<file path="src/rtl/pwm_refclr_pkg.sv">
package pwm_refclr_pkg;

  typedef enum logic {
    TRIP_FROM_PINS  = 1'b0,
    TRIP_FROM_XTRIG = 1'b1
  } trip_src_e;

  localparam int unsigned DEF_CNT_W = 16;
  localparam int unsigned DEF_N_SRC = 8;
  localparam int unsigned DEF_FLT_W = 4;

  // The external trigger may only trip when it is neither divided nor used as a clock.
  function automatic logic xtrig_usable(input logic [1:0] div, input logic clk_use);
    return (div == 2'b00) && !clk_use;
  endfunction

endpackage

</file>
<file path="src/rtl/refclr_xtrig_cond.sv">
module refclr_xtrig_cond #(
  parameter int unsigned FLT_W = 4
) (
  input  logic             clk,
  input  logic             rst_n,
  input  logic             xtrig_raw,
  input  logic             xtrig_inv,
  input  logic [FLT_W-1:0] flt_len,
  output logic             xtrig_f
);
  localparam logic [FLT_W-1:0] ONE = {{(FLT_W-1){1'b0}}, 1'b1};

  logic             sample;
  logic             lvl_q;
  logic [FLT_W-1:0] run_q;
  logic             bypass;

  assign sample = xtrig_raw ^ xtrig_inv;
  assign bypass = (flt_len == '0);

  // Run-length filter: run_q counts consecutive samples that differ from lvl_q.
  always_ff @(posedge clk) begin
    if (!rst_n) begin
      lvl_q <= 1'b0;
      run_q <= '0;
    end else if (bypass) begin
      lvl_q <= sample;
      run_q <= '0;
    end else if (sample == lvl_q) begin
      run_q <= '0;
    end else if (run_q == flt_len - ONE) begin
      lvl_q <= sample;
      run_q <= '0;
    end else begin
      run_q <= run_q + ONE;
    end
  end

  assign xtrig_f = bypass ? sample : lvl_q;

endmodule

</file>
<file path="src/rtl/refclr_src_sel.sv">
module refclr_src_sel
  import pwm_refclr_pkg::*;
#(
  parameter int unsigned N_SRC       = 8,
  parameter int unsigned SEL_W       = 3,
  parameter bit          HAS_SEL_MUX = 1'b1
) (
  input  logic [N_SRC-1:0] trip_in,
  input  logic [SEL_W-1:0] trip_sel,
  input  trip_src_e        trip_src,
  input  logic             xtrig_f,
  input  logic [1:0]       xtrig_div,
  input  logic             xtrig_clk_en,
  output logic             trip_int
);
  logic xtrig_trip;

  assign xtrig_trip = xtrig_f & xtrig_usable(xtrig_div, xtrig_clk_en);

  generate
    if (HAS_SEL_MUX) begin : g_mux
      logic pin_trip;
      always_comb begin
        pin_trip = 1'b0;
        for (int i = 0; i < int'(N_SRC); i++) begin
          if (trip_sel == SEL_W'(i)) pin_trip = trip_in[i];
        end
      end
      assign trip_int = (trip_src == TRIP_FROM_XTRIG) ? xtrig_trip : pin_trip;
    end else begin : g_direct
      logic unused_sel;
      assign unused_sel = ^{trip_in, trip_sel, trip_src};
      assign trip_int   = xtrig_trip;
    end
  endgenerate

endmodule

</file>
<file path="src/rtl/refclr_pwm_core.sv">
module refclr_pwm_core #(
  parameter int unsigned CNT_W = 16
) (
  input  logic             clk,
  input  logic             rst_n,
  input  logic             cnt_en,
  input  logic [CNT_W-1:0] period_max,
  input  logic [CNT_W-1:0] cmp_val,
  input  logic             trip_en,
  input  logic             trip_int,
  output logic [CNT_W-1:0] count,
  output logic             pwm_ref
);
  localparam logic [CNT_W-1:0] ONE = {{(CNT_W-1){1'b0}}, 1'b1};

  logic [CNT_W-1:0] cnt_q;
  logic [CNT_W-1:0] cnt_nxt;
  logic             upd;
  logic             lvl_q;
  logic             hold_q;
  logic             trip_live;

  assign upd       = cnt_en && (cnt_q >= period_max);
  assign trip_live = trip_en & trip_int;

  always_comb begin
    if (!cnt_en)  cnt_nxt = cnt_q;
    else if (upd) cnt_nxt = '0;
    else          cnt_nxt = cnt_q + ONE;
  end

  always_ff @(posedge clk) begin
    if (!rst_n) begin
      cnt_q <= '0;
      lvl_q <= 1'b0;
    end else begin
      cnt_q <= cnt_nxt;
      lvl_q <= (cnt_nxt < cmp_val);
    end
  end

  // Cleared state persists until an update event sees the trip inactive.
  always_ff @(posedge clk) begin
    if (!rst_n)       hold_q <= 1'b0;
    else if (!trip_en) hold_q <= 1'b0;
    else if (upd)     hold_q <= trip_int;
    else if (trip_int) hold_q <= 1'b1;
  end

  assign count   = cnt_q;
  assign pwm_ref = lvl_q & ~(trip_live | (trip_en & hold_q));

endmodule

</file>
<file path="src/rtl/pwm_refclr_channel.sv">
module pwm_refclr_channel
  import pwm_refclr_pkg::*;
#(
  parameter int unsigned CNT_W       = DEF_CNT_W,
  parameter int unsigned N_SRC       = DEF_N_SRC,
  parameter int unsigned FLT_W       = DEF_FLT_W,
  parameter bit          HAS_SEL_MUX = 1'b1,
  localparam int unsigned SEL_W      = (N_SRC > 1) ? $clog2(N_SRC) : 1
) (
  input  logic             clk,
  input  logic             rst_n,
  input  logic             cnt_en,
  input  logic [CNT_W-1:0] period_max,
  input  logic [CNT_W-1:0] cmp_val,
  input  logic             trip_en,
  input  logic             trip_src,
  input  logic [SEL_W-1:0] trip_sel,
  input  logic [N_SRC-1:0] trip_in,
  input  logic             xtrig_raw,
  input  logic             xtrig_inv,
  input  logic [FLT_W-1:0] xtrig_flt_len,
  input  logic [1:0]       xtrig_div,
  input  logic             xtrig_clk_en,
  output logic [CNT_W-1:0] count,
  output logic             pwm_ref
);
  logic xtrig_f;
  logic trip_int;

  refclr_xtrig_cond #(.FLT_W(FLT_W)) u_cond (
    .clk       (clk),
    .rst_n     (rst_n),
    .xtrig_raw (xtrig_raw),
    .xtrig_inv (xtrig_inv),
    .flt_len   (xtrig_flt_len),
    .xtrig_f   (xtrig_f)
  );

  refclr_src_sel #(
    .N_SRC       (N_SRC),
    .SEL_W       (SEL_W),
    .HAS_SEL_MUX (HAS_SEL_MUX)
  ) u_sel (
    .trip_in      (trip_in),
    .trip_sel     (trip_sel),
    .trip_src     (trip_src_e'(trip_src)),
    .xtrig_f      (xtrig_f),
    .xtrig_div    (xtrig_div),
    .xtrig_clk_en (xtrig_clk_en),
    .trip_int     (trip_int)
  );

  refclr_pwm_core #(.CNT_W(CNT_W)) u_core (
    .clk        (clk),
    .rst_n      (rst_n),
    .cnt_en     (cnt_en),
    .period_max (period_max),
    .cmp_val    (cmp_val),
    .trip_en    (trip_en),
    .trip_int   (trip_int),
    .count      (count),
    .pwm_ref    (pwm_ref)
  );

endmodule

</file>
<file path="config.mk">
export PLATFORM = sky130hd
export DESIGN_NAME = pwm_refclr_channel
export DESIGN_NICKNAME = d
export VERILOG_FILES = /design/src/rtl/pwm_refclr_pkg.sv /design/src/rtl/refclr_xtrig_cond.sv /design/src/rtl/refclr_src_sel.sv /design/src/rtl/refclr_pwm_core.sv /design/src/rtl/pwm_refclr_channel.sv
export SDC_FILE = /design/constraint.sdc
export NUM_CORES = 1
export LEC_CHECK = 0
export CAP_MARGIN = 20
export CELL_PAD_IN_SITES_DETAIL_PLACEMENT = 0
export CELL_PAD_IN_SITES_GLOBAL_PLACEMENT = 1
export CORE_MARGIN = 3
export CORE_UTILIZATION = 34
export CTS_CLUSTER_DIAMETER = 60
export DETAILED_ROUTE_END_ITERATION = 10
export PLACE_DENSITY_LB_ADDON = 0.1
export SYNTH_ARGS = -nofsm -noshare
export SYNTH_HDL_FRONTEND = slang
export SYNTH_SLANG_ARGS = --single-unit
</file>
<file path="constraint.sdc">
create_clock -name clk -period 4.4 [get_ports clk]
set_clock_uncertainty 0.2 [all_clocks]
set_input_delay 0.88 -clock clk [delete_from_list [all_inputs] [get_ports clk]]
set_output_delay 0.88 -clock clk [all_outputs]
set_load 0.01 [all_outputs]
</file>
=== After elaboration in Yosys (flattened, before gate mapping) ===
Cells that the tools add are included.

* Magnitude comparators: 2
* Muxes and demuxes: 17
* Bitwise operators: 8
* Add/subtract/negate cells: 3
* Reduce and logical (&&, ||, !) cells: 11
* Equality and inequality tests: 10

{| class="wikitable"
|+ Operators by type and width
! operator !! count
|-
| 16-bit two-way mux || 2
|-
| 16-bit by 1-bit adder with 16-bit output, second input constant || 1
|-
| 16-bit >= comparator || 1
|-
| 16-bit less-than comparator || 1
|-
| 1-bit two-way mux || 15
|-
| 3-bit equality test, second input constant || 4
|-
| 3-bit by 2-bit equality test with 1-bit output, second input constant || 2
|-
| 4-bit by 1-bit adder with 4-bit output, second input constant || 1
|-
| 1-bit bitwise AND || 4
|-
| 4-bit equality test || 1
|-
| 4-bit zero test || 1
|-
| 2-bit AND reduction || 2
|-
| 2-bit nonzero test || 2
|-
| 4-bit OR reduction || 1
|-
| 4-bit by 1-bit subtractor with 4-bit output, second input constant || 1
|-
| 3-bit by 1-bit equality test with 1-bit output, second input constant || 1
|-
| 3-bit zero test || 1
|-
| 1-bit logical AND || 2
|-
| 2-bit zero test || 1
|-
| 2-bit by 1-bit != test with 1-bit output, second input constant || 1
|-
| 1-bit NOT || 2
|-
| 1-bit equality test || 1
|-
| 1-bit zero test || 1
|-
| 1-bit bitwise OR || 1
|-
| 1-bit XOR || 1
|}

* Flip-flop bits (word level): 23
* Input port bits: 57
* Output and inout port bits: 17
* Logic and storage cells: 56

=== Depth between registers and ports, before layout ===
Gate-level depths: netlist of the first run.

* Depth in word-level cells: 14
* Mapped depth: 14
* Depth with buffers taken out: 13

=== Hierarchy ===
From an unflattened synthesis of the first run, not the netlist that was laid out.

* Cell total of the unflattened synthesis: 287
* Area total of the unflattened synthesis: 2359.8 µm²

{| class="wikitable"
|+ By module, submodules not included
! module !! area each (µm²) !! instances !! cells each !! seq. area each (µm²)
|-
| refclr_pwm_core || 1930.6 || 1 || 243 || 360.3
|-
| refclr_xtrig_cond || 349.1 || 1 || 35 || 100.1
|-
| refclr_src_sel || 80.1 || 1 || 9 || 0.0
|}

=== Worst setup path after synthesis of the first run ===
Ideal clock, no wire load.

* Kind: input to register
* Start point: in period_max[15]
* End point: reg u_core.lvl_q
* Required time: 4.114 ns
* Arrival time: 3.268 ns
* Path slack: 0.847 ns
* Cell stages on the path: 14
* Buffers on the path: 1
* Setup time: 0.086 ns
* Cells stage by stage: inv_1 -> ha_1 -> nand4_1 -> nor3_1 -> o31ai_4 -> a31oi_4 -> buf_2 -> nor2_1 -> ha_1 -> a211oi_1 -> o21ai_0 -> a211oi_1 -> o21ai_0 -> a211oi_1

* Longest elaborated chain between the ends: 5

{| class="wikitable"
|+ Ends and longest elaborated chain
! item !! RTL line !! RTL
|-
| from (decl) || pwm_refclr_channel.sv:13 || <nowiki>input logic [CNT_W-1:0] period_max,</nowiki>
|-
| 16-bit >= comparator || refclr_pwm_core.sv:23 || <nowiki>assign upd = cnt_en && (cnt_q >= period_max);</nowiki>
|-
| 1-bit logical AND || refclr_pwm_core.sv:23 ||
|-
| 16-bit two-way mux || refclr_pwm_core.sv:28 || <nowiki>else if (upd) cnt_nxt = '0;</nowiki>
|-
| 16-bit two-way mux || refclr_pwm_core.sv:27 || <nowiki>if (!cnt_en) cnt_nxt = cnt_q;</nowiki>
|-
| named net u_core.cnt_nxt[11] || refclr_pwm_core.sv:17 || <nowiki>logic [CNT_W-1:0] cnt_nxt;</nowiki>
|-
| 16-bit less-than comparator || refclr_pwm_core.sv:38 || <nowiki>lvl_q <= (cnt_nxt < cmp_val);</nowiki>
|-
| to (signal assigned) || refclr_pwm_core.sv:38 ||
|-
| to (decl) || refclr_pwm_core.sv:19 || <nowiki>logic lvl_q;</nowiki>
|}

The timed path passes the listed nets, and every way through them passes these cells.
A chain may end at the register's enable or synchronous reset.

=== Worst setup path after layout of the first run ===
* Start point: in trip_sel[0]
* End point: out pwm_ref

* Longest elaborated chain between the ends: 14
* Elaborated cells on any way between the ends: 21
* Those cells by class: 7 x eq/ne; 9 x mux; 4 x bitwise; 1 x reduce/logical

{| class="wikitable"
|+ Ends and longest elaborated chain
! item !! RTL line !! RTL
|-
| from (decl) || pwm_refclr_channel.sv:17 || <nowiki>input logic [SEL_W-1:0] trip_sel,</nowiki>
|-
| 3-bit zero test || refclr_src_sel.sv:26 || <nowiki>if (trip_sel == SEL_W'(i)) pin_trip = trip_in[i];</nowiki>
|-
| 1-bit two-way mux (7 in a row) || refclr_src_sel.sv:26 ||
|-
| 1-bit two-way mux * || refclr_src_sel.sv:26 ||
|-
| 1-bit two-way mux * || refclr_src_sel.sv:29 || <nowiki>assign trip_int = (trip_src == TRIP_FROM_XTRIG) ? xtrig_trip : pin_trip;</nowiki>
|-
| 1-bit bitwise AND * || refclr_pwm_core.sv:24 || <nowiki>assign trip_live = trip_en & trip_int;</nowiki>
|-
| 1-bit bitwise OR * || refclr_pwm_core.sv:51 || <nowiki>assign pwm_ref = lvl_q & ~(trip_live | (trip_en & hold_q));</nowiki>
|-
| 1-bit NOT * || refclr_pwm_core.sv:51 ||
|-
| 1-bit bitwise AND * || refclr_pwm_core.sv:51 ||
|-
| to (decl) || pwm_refclr_channel.sv:25 || <nowiki>output logic pwm_ref</nowiki>
|}

Every way passes the cells marked *; elsewhere a longest branch is shown, timed or not.

==> flow_metrics.py, run 1 <==
metrics = {
    "timing": {
        "hold_viol": 0,
        "tightest_slew_ns": 0.8824,
        "layout_min_cycle_time_ns": 4.259,
        "fmax_ghz": 0.2348,
        "post-route-period-util_pct": 96.80,
        "setup_violations": 0,
        "slew-limit-headroom_pct": 40.99,
        "slew_viol_final": 0,
        "grt_setup_unrepaired": "false",
    },
    "setup_path": {
        "timing.rr.start": "u_core.count[7]$_SDFF_PN0_",
        "worstPathArrival_ns": 3.18,
        "r2r_cells": 15,
        "worst-path-stages": 7,
        "cp-startpoint": "trip_sel[0]",
        "r2r_slack_ns": 1.03,
        "cp_slowest_cell": "clkdlybuf4s50_1",
        "path_buf_inv": 2,
        "cp.required_ns": 3.32,
        "crit_type": "primary input to output pin",
        "path_delay_family": "buffers and inverters",
        "worstPathMaxFanout": 2,
        "cpPeakStageDelay_ns": 0.55,
        "regToRegEndpoint": "u_core.lvl_q$_SDFF_PN0_",
        "endpoint_kind": "output pin",
        "path_cells": "clkdlybuf4s50_1 > mux4_2 > nor2b_1 > a211o_1 > a21o_1 > a21boi_2 > clkdlybuf4s50_1",
        "crit_end": "pwm_ref",
        "worstSetupStartpointType": "primary input",
        "cpMostUsedCell": "clkdlybuf4s50_1",
    },
    "synthesis": {
        "ys_types": 54,
        "syn_inst": 287,
        "seq_area_frac_synth_pct": 19.68,
        "synth-seq-cells": 23,
        "syn_area_sq_um": 2340,
        "syn_area_per_cell_sq_um": 8.152,
        "synthArstFlopShare_pct": 0,
        "synth-main-ff-cell": "dfxtp_1",
        "yosys_warnings": 0,
        "synth_fp_nets": 378,
        "synth_edf_count": 0,
    },
    "pwr": {
        "internal-power_mw": 0.3587,
        "ir_drop_mv": 0.08915,
        "p_switching_mw": 0.1249,
        "swShare_pct": 25.83,
        "total_power_mw": 0.4835,
        "seqPwrFrac_pct": 45.4,
        "p_comb_share_pct": 27.3,
        "p_leak_nw": 1.506,
        "powerDensity_nw_per_um2": 144.9,
        "power_frac_clock_pct": 27.2,
    },
    "global_route": {
        "groute.usage.overall_pct": 15.53,
        "grt_max_degree": 29,
        "grt_antenna_before_repair": 0,
        "first_global_vias": 2176,
        "grt_pass1_wl_um": 9936,
        "grt_overflow_total": 0,
    },
    "clocking": {
        "clkTransAtPathRegs_ns": 0.08,
        "cts_tree": "done",
        "cts_root_buffer": "clkbuf_8",
        "htreeDepth": 1,
        "cts_num_sinks": 23,
        "clock_path_buffers": 2,
        "worstSkewPairLatency_ns": 0.26,
        "numCtsBuffers": 3,
    },
    "placement": {
        "dp_cells": 448,
        "gp_congestion": 0.8285,
        "dp_hpwl_um": 4937,
        "io_buffers": 73,
    },
    "layout": {
        "ff_latch_area_sq_um": 460.4,
        "fin_cells": 452,
        "post-route-util_pct": 51.38,
        "areaGrowthSynthToFinish_pct": 42.62,
        "fillCellCount": 669,
        "num-nets-final": 467,
        "drive_above_1_share_pct": 11.73,
        "multi_input_area_sq_um": 1688,
        "n_antenna_cell": 0,
    },
    "route": {
        "num_vias": 2281,
        "viasPerCell": 5.046,
        "first_iter_violations": 61,
        "wl_per_cell_um": 13.34,
        "drt_wl_total_um": 6031,
        "route.detailed.drc": 0,
        "firstDrtPassIters": 4,
        "detail-route-antenna-nets": 0,
    },
    "floorplan": {
        "fp.coreArea_sq_um": 6495,
        "rows": 29,
        "die_area_sq_um": 7913,
        "pin_count": 74,
        "initial_core_util_pct": 36.02,
        "chipWidth_um": 88.96,
        "die_h_um": 88.96,
    },
    "outcome": {
        "status": "complete, no violations",
    },
    "hold_path": {
        "worstHoldStart": "u_core.hold_q$_SDFFE_PN0P_",
        "min-delay-path-class": "register to register",
    },
    "job": {
        "max_cap_violations": 0,
    },
}
## cells in the final DEF (no fill, tap or decap), drive strengths merged, types with 7 or more instances in the layout
cell	n
buf	20
nor2	24
a211oi	7
xor2	14
nand4	16
dfxtp	23
a21oi	11
o21ai	7
clkdlybuf4s50	73
nand2	19
ha	34
inv	40
nand3	18
nor3b	13
## through the flow
step | instance area, sq um | TNS, ns | worst slack (ns) | hold slack, ns
after detailed placement | 3284 | 0 | 0.04194 | 0.2540
final | 3337 | 0 | 0.1406 | 0.2612
after CTS | 3329 | 0 | 0.1086 | 0.2661
after floorplan | 2340 | 0 | 0.8469 | 0.2402
after global placement | 3284 | -0.004138 | -0.004138 | 0.2529
after global routing | 3337 | 0 | 0.008659 | 0.3080
## registers in the layout, summed over array words and instances, names as in the netlist
signal and cells:
u_cond.lvl_q 1, u_cond.run_q 4, u_core.count 16, u_core.hold_q 1
u_core.lvl_q 1
## power by group through the flow
| stage | Combinational [mW] | Clock (mW) | Sequential [mW] |
|---|---|---|---|
| finish | 0.132 | 0.132 | 0.220 |
| global route | 0.148 | 0.148 | 0.221 |
| CTS | 0.133 | 0.140 | 0.220 |
| detailed placement | 0.132 | 0 | 0.225 |
| global placement | 0.131 | 0 | 0.225 |
| floorplan | 0.0587 | 0 | 0.223 |
## repair_timing
| action | CTS | global route |
|---|---|---|
| setup buffers | 0 | 0 |
| hold buffers | 0 | 0 |
| resized for setup | 0 | 1 |
| setup endpoints to repair | 0 | 1 |
## worst min-delay path by stage
stage,endpoint,cells past startpoint
global placement,u_core.hold_q$_SDFFE_PN0P_,2
floorplan,u_core.hold_q$_SDFFE_PN0P_,2
global route,u_core.hold_q$_SDFFE_PN0P_,2
CTS,u_core.hold_q$_SDFFE_PN0P_,2
detailed placement,u_core.hold_q$_SDFFE_PN0P_,2
finish,u_core.hold_q$_SDFFE_PN0P_,2
## cell usage after synthesis, drive strengths merged, types with 2 or more instances
cell,number,area share (%)
buf,5,1.3
nand2,19,3.2
mux4,2,2.1
o21ai,7,1.5
ha,34,18
a41oi,3,1.1
nor2,24,3.9
nand3,18,4.3
clkbuf,4,0.64
inv,40,6.4
nor3,3,0.64
nor3b,13,6.1
a21boi,3,1.1
and3,2,0.53
o22ai,3,0.80
o211ai,4,1.3
and4,2,0.75
xor2,14,5.2
dfxtp,23,20
a31oi,2,1.2
a21oi,11,2.4
nor2b,4,1.1
nand4,16,4.3
xnor2,4,1.5
nor4,2,1.2
or3,2,0.53
a211oi,7,2.5
## cells by family (layout without fill, tap and decap cells)
logic type / after synthesis / count (layout) / synth area share (%)
simple gates: 109 / 109 / 28.29
compound gates: 50 / 50 / 16.10
buf+inv: 50 / 138 / 8.502
fa+ha+maj: 34 / 34 / 18.18
flops: 23 / 23 / 19.68
xor+xnor: 18 / 18 / 6.738
mux: 3 / 3 / 2.514
## per-layer routing
layer | track usage, % | up-vias | share of wire, %
met2 | 23.82 | 63 | 42
li1 | - | 1204 | -
met3 | 2.396 | 6 | 5.6
met5 | 0 | - | 0
met1 | 22.72 | 1008 | 51
met4 | 3.924 | 0 | 1.2
## worst min-delay path: cells and delay by family (launching register included)
kind            cells  cell delay [ns]
compound gates      1             0.05
simple gates        1             0.06
flops               1             0.31
## area by class of cell
class | instances | share of cell area, %
Clock buffer | 4 | 1.350
Inverter | 41 | 4.612
Multi-Input combinational cell | 214 | 50.58
Sequential cell | 23 | 13.80
Tap cell | 77 | 2.887
Timing Repair Buffer | 93 | 26.77
Power figures use the tool's default switching activity.
==> run 2, diff against run 1 <==
--- a/config.mk
+++ b/config.mk
@@ -9,9 +9,10 @@
 export CELL_PAD_IN_SITES_DETAIL_PLACEMENT = 0
 export CELL_PAD_IN_SITES_GLOBAL_PLACEMENT = 1
 export CORE_MARGIN = 3
-export CORE_UTILIZATION = 34
+export CORE_UTILIZATION = 42
 export CTS_CLUSTER_DIAMETER = 60
 export DETAILED_ROUTE_END_ITERATION = 10
+export DONT_BUFFER_PORTS = 1
 export PLACE_DENSITY_LB_ADDON = 0.1
 export SYNTH_ARGS = -nofsm -noshare
 export SYNTH_HDL_FRONTEND = slang
==> constraint.sdc (replaced) <==
create_clock -name clk -period 3.4 [get_ports clk]
set_clock_uncertainty 0.2 [all_clocks]
set_input_delay 0.68 -clock clk [delete_from_list [all_inputs] [get_ports clk]]
set_output_delay 0.68 -clock clk [all_outputs]
set_load 0.01 [all_outputs]
==> run 2 against run 1 <==
Wire length up 1.2%; largest power group unchanged; final cell count down 13%; die area down 18%; largest cell class unchanged; sequential power up 28%.
==> flow_metrics.py, run 2 (synthesized netlist as in run 1, its figures left out) <==
metrics = {
    "clocking": {
        "cts-hold-fix-buffers": 0,
        "cts_tree": "done",
        "clkTransAtPathRegs_ns": 0.09,
        "htreeDepth": 1,
        "worstSkewPairLatency_ns": 0.26,
        "clock_path_buffers": 2,
        "cts_num_sinks": 23,
        "numCtsBuffers": 3,
        "cts_root_buffer": "clkbuf_8",
    },
    "hold_path": {
        "hold_end": "u_core.hold_q$_SDFFE_PN0P_",
        "worstHoldPathCells": 2,
        "worstHoldStart": "u_core.hold_q$_SDFFE_PN0P_",
        "min-delay-path-class": "register to register",
    },
    "pwr": {
        "p_comb_share_pct": 18.3,
        "p_leak_nw": 1.332,
        "powerDensity_nw_per_um2": 199.1,
        "internal-power_mw": 0.4070,
        "ir_drop_mv": 0.1315,
        "p_switching_mw": 0.1516,
        "total_power_mw": 0.5586,
        "swShare_pct": 27.14,
        "seqPwrFrac_pct": 50.2,
        "power_frac_clock_pct": 31.5,
    },
    "route": {
        "drt_wl_total_um": 6101,
        "firstDrtPassIters": 4,
        "route.detailed.drc": 0,
        "viasPerCell": 5.426,
        "first_iter_violations": 70,
        "detail-route-antenna-nets": 0,
        "num_vias": 2127,
        "wl_per_cell_um": 15.56,
    },
    "timing": {
        "timing.hold.ws_ns": 0.2756,
        "worst_slack_ns": 0.1857,
        "hold_viol": 0,
        "layout_min_cycle_time_ns": 3.214,
        "fmax_ghz": 0.3111,
        "slew-limit-headroom_pct": 64.96,
        "slew_viol_final": 0,
        "setup_violations": 0,
        "tightest_slew_ns": 0.5188,
        "post-route-period-util_pct": 94.54,
        "fin_tns_setup_ns": 0,
    },
    "layout": {
        "drive_above_1_share_pct": 22.98,
        "num-nets-final": 414,
        "largest_reg_flops": 16,
        "areaGrowthSynthToFinish_pct": 19.95,
        "mostFrequentLayoutCells": "inv_1 (39), buf_4 (39), ha_1 (31)",
        "n_antenna_cell": 0,
        "fillCellCount": 533,
    },
    "placement": {
        "dp_hpwl_um": 4978,
        "io_buffers": 0,
        "dpl_worst_slack_ns": -0.2653,
        "gp_congestion": 0.8255,
    },
    "global_route": {
        "grt_max_degree": 29,
        "grt_overflow_total": 0,
        "grt_pass1_wl_um": 9597,
        "first_global_vias": 2095,
        "groute.usage.overall_pct": 18.66,
        "grt_antenna_before_repair": 0,
    },
    "setup_path": {
        "regToRegEndpoint": "u_core.lvl_q$_SDFF_PN0_",
        "r2r_cells": 13,
        "endpoint_kind": "register",
        "cp.required_ns": 3.39,
        "timing.rr.start": "u_core.count[0]$_SDFF_PN0_",
        "worstPathMaxFanout": 6,
        "path_delay_family": "compound AO/OA/AOI/OAI gates",
        "path_cells": "inv_1 > ha_1 > a21oi_1 > a211oi_2 > a211oi_2 > a31oi_4 > buf_6 > nor2_1 > ha_1 > a211oi_2 > o21ai_1 > a211oi_2 > o21ai_2 > a211oi_2",
        "worstPathArrival_ns": 3.21,
        "r2r_slack_ns": 0.27,
        "worstSetupStartpointType": "primary input",
        "cpMostUsedCell": "a211oi_2",
        "path_buf_inv": 2,
        "cpPeakStageDelay_ns": 0.33,
        "cp_slowest_cell": "ha_1",
        "crit_type": "primary input to register",
    },
    "job": {
        "max_cap_violations": 0,
    },
    "floorplan": {
        "die_area_sq_um": 6502,
        "rows": 26,
        "initial_core_util_pct": 44.67,
        "pin_count": 74,
        "chipWidth_um": 80.64,
        "die_h_um": 80.64,
        "fp.coreArea_sq_um": 5238,
    },
    "outcome": {
        "status": "complete, no violations",
    },
}
## run 2: worst max-delay path by stage
stage,start,endpoint,depth (start not counted)
after floorplan,period_max[15],u_core.lvl_q$_SDFF_PN0_,14
after global placement,period_max[9],u_core.lvl_q$_SDFF_PN0_,15
after detailed placement,period_max[14],u_core.lvl_q$_SDFF_PN0_,15
after CTS,period_max[15],u_core.lvl_q$_SDFF_PN0_,15
after global routing,period_max[9],u_core.lvl_q$_SDFF_PN0_,15
final,period_max[7],u_core.lvl_q$_SDFF_PN0_,14
## run 2: timing repair
action	CTS	global route
setup endpoints to repair	0	1
resized for setup	0	15
endpoints found under the hold margin	0	0
setup buffers	0	2
## run 2: per-stage QoR
stage	util (%)	std cells	area, sq um
after detailed placement	50.93	386	2668
after global placement	50.93	386	2668
after CTS	51.79	390	2713
final	53.58	392	2806
after global routing	53.58	392	2806
after floorplan	-	287	2340
## run 2: metal layers
metal	track usage, %	vias to the layer above	part of all wire (%)
li1	-	1091	-
met1	25.08	950	47
met2	31.13	82	45
met3	2.466	4	6.7
met4	5.068	0	1.1
met5	0	-	0
## run 2: layout make-up
class | count | area (sq um) | share of cell area (%)
clock buffer | 4 | 45.04 | 1.605
inverter | 41 | 153.9 | 5.484
multi-input combinational | 214 | 1755 | 62.55
sequential | 23 | 460.4 | 16.41
tap | 70 | 87.58 | 3.121
timing repair buffer | 40 | 304.0 | 10.83
## run 2: worst min-delay path: stages (launching register included)
cell and delay (ns):
dfxtp_1 0.32, nand3_1 0.06, o21ai_1 0.05
## run 2: power groups by stage
stage                     Combinational [mW]  Sequential, mW  Clock, mW
after floorplan                       0.0759           0.289          0
after global placement                0.0979           0.287          0
after detailed placement              0.0973           0.287          0
after CTS                             0.0982           0.281      0.182
after global routing                   0.116           0.282      0.188
final                                  0.102           0.281      0.176
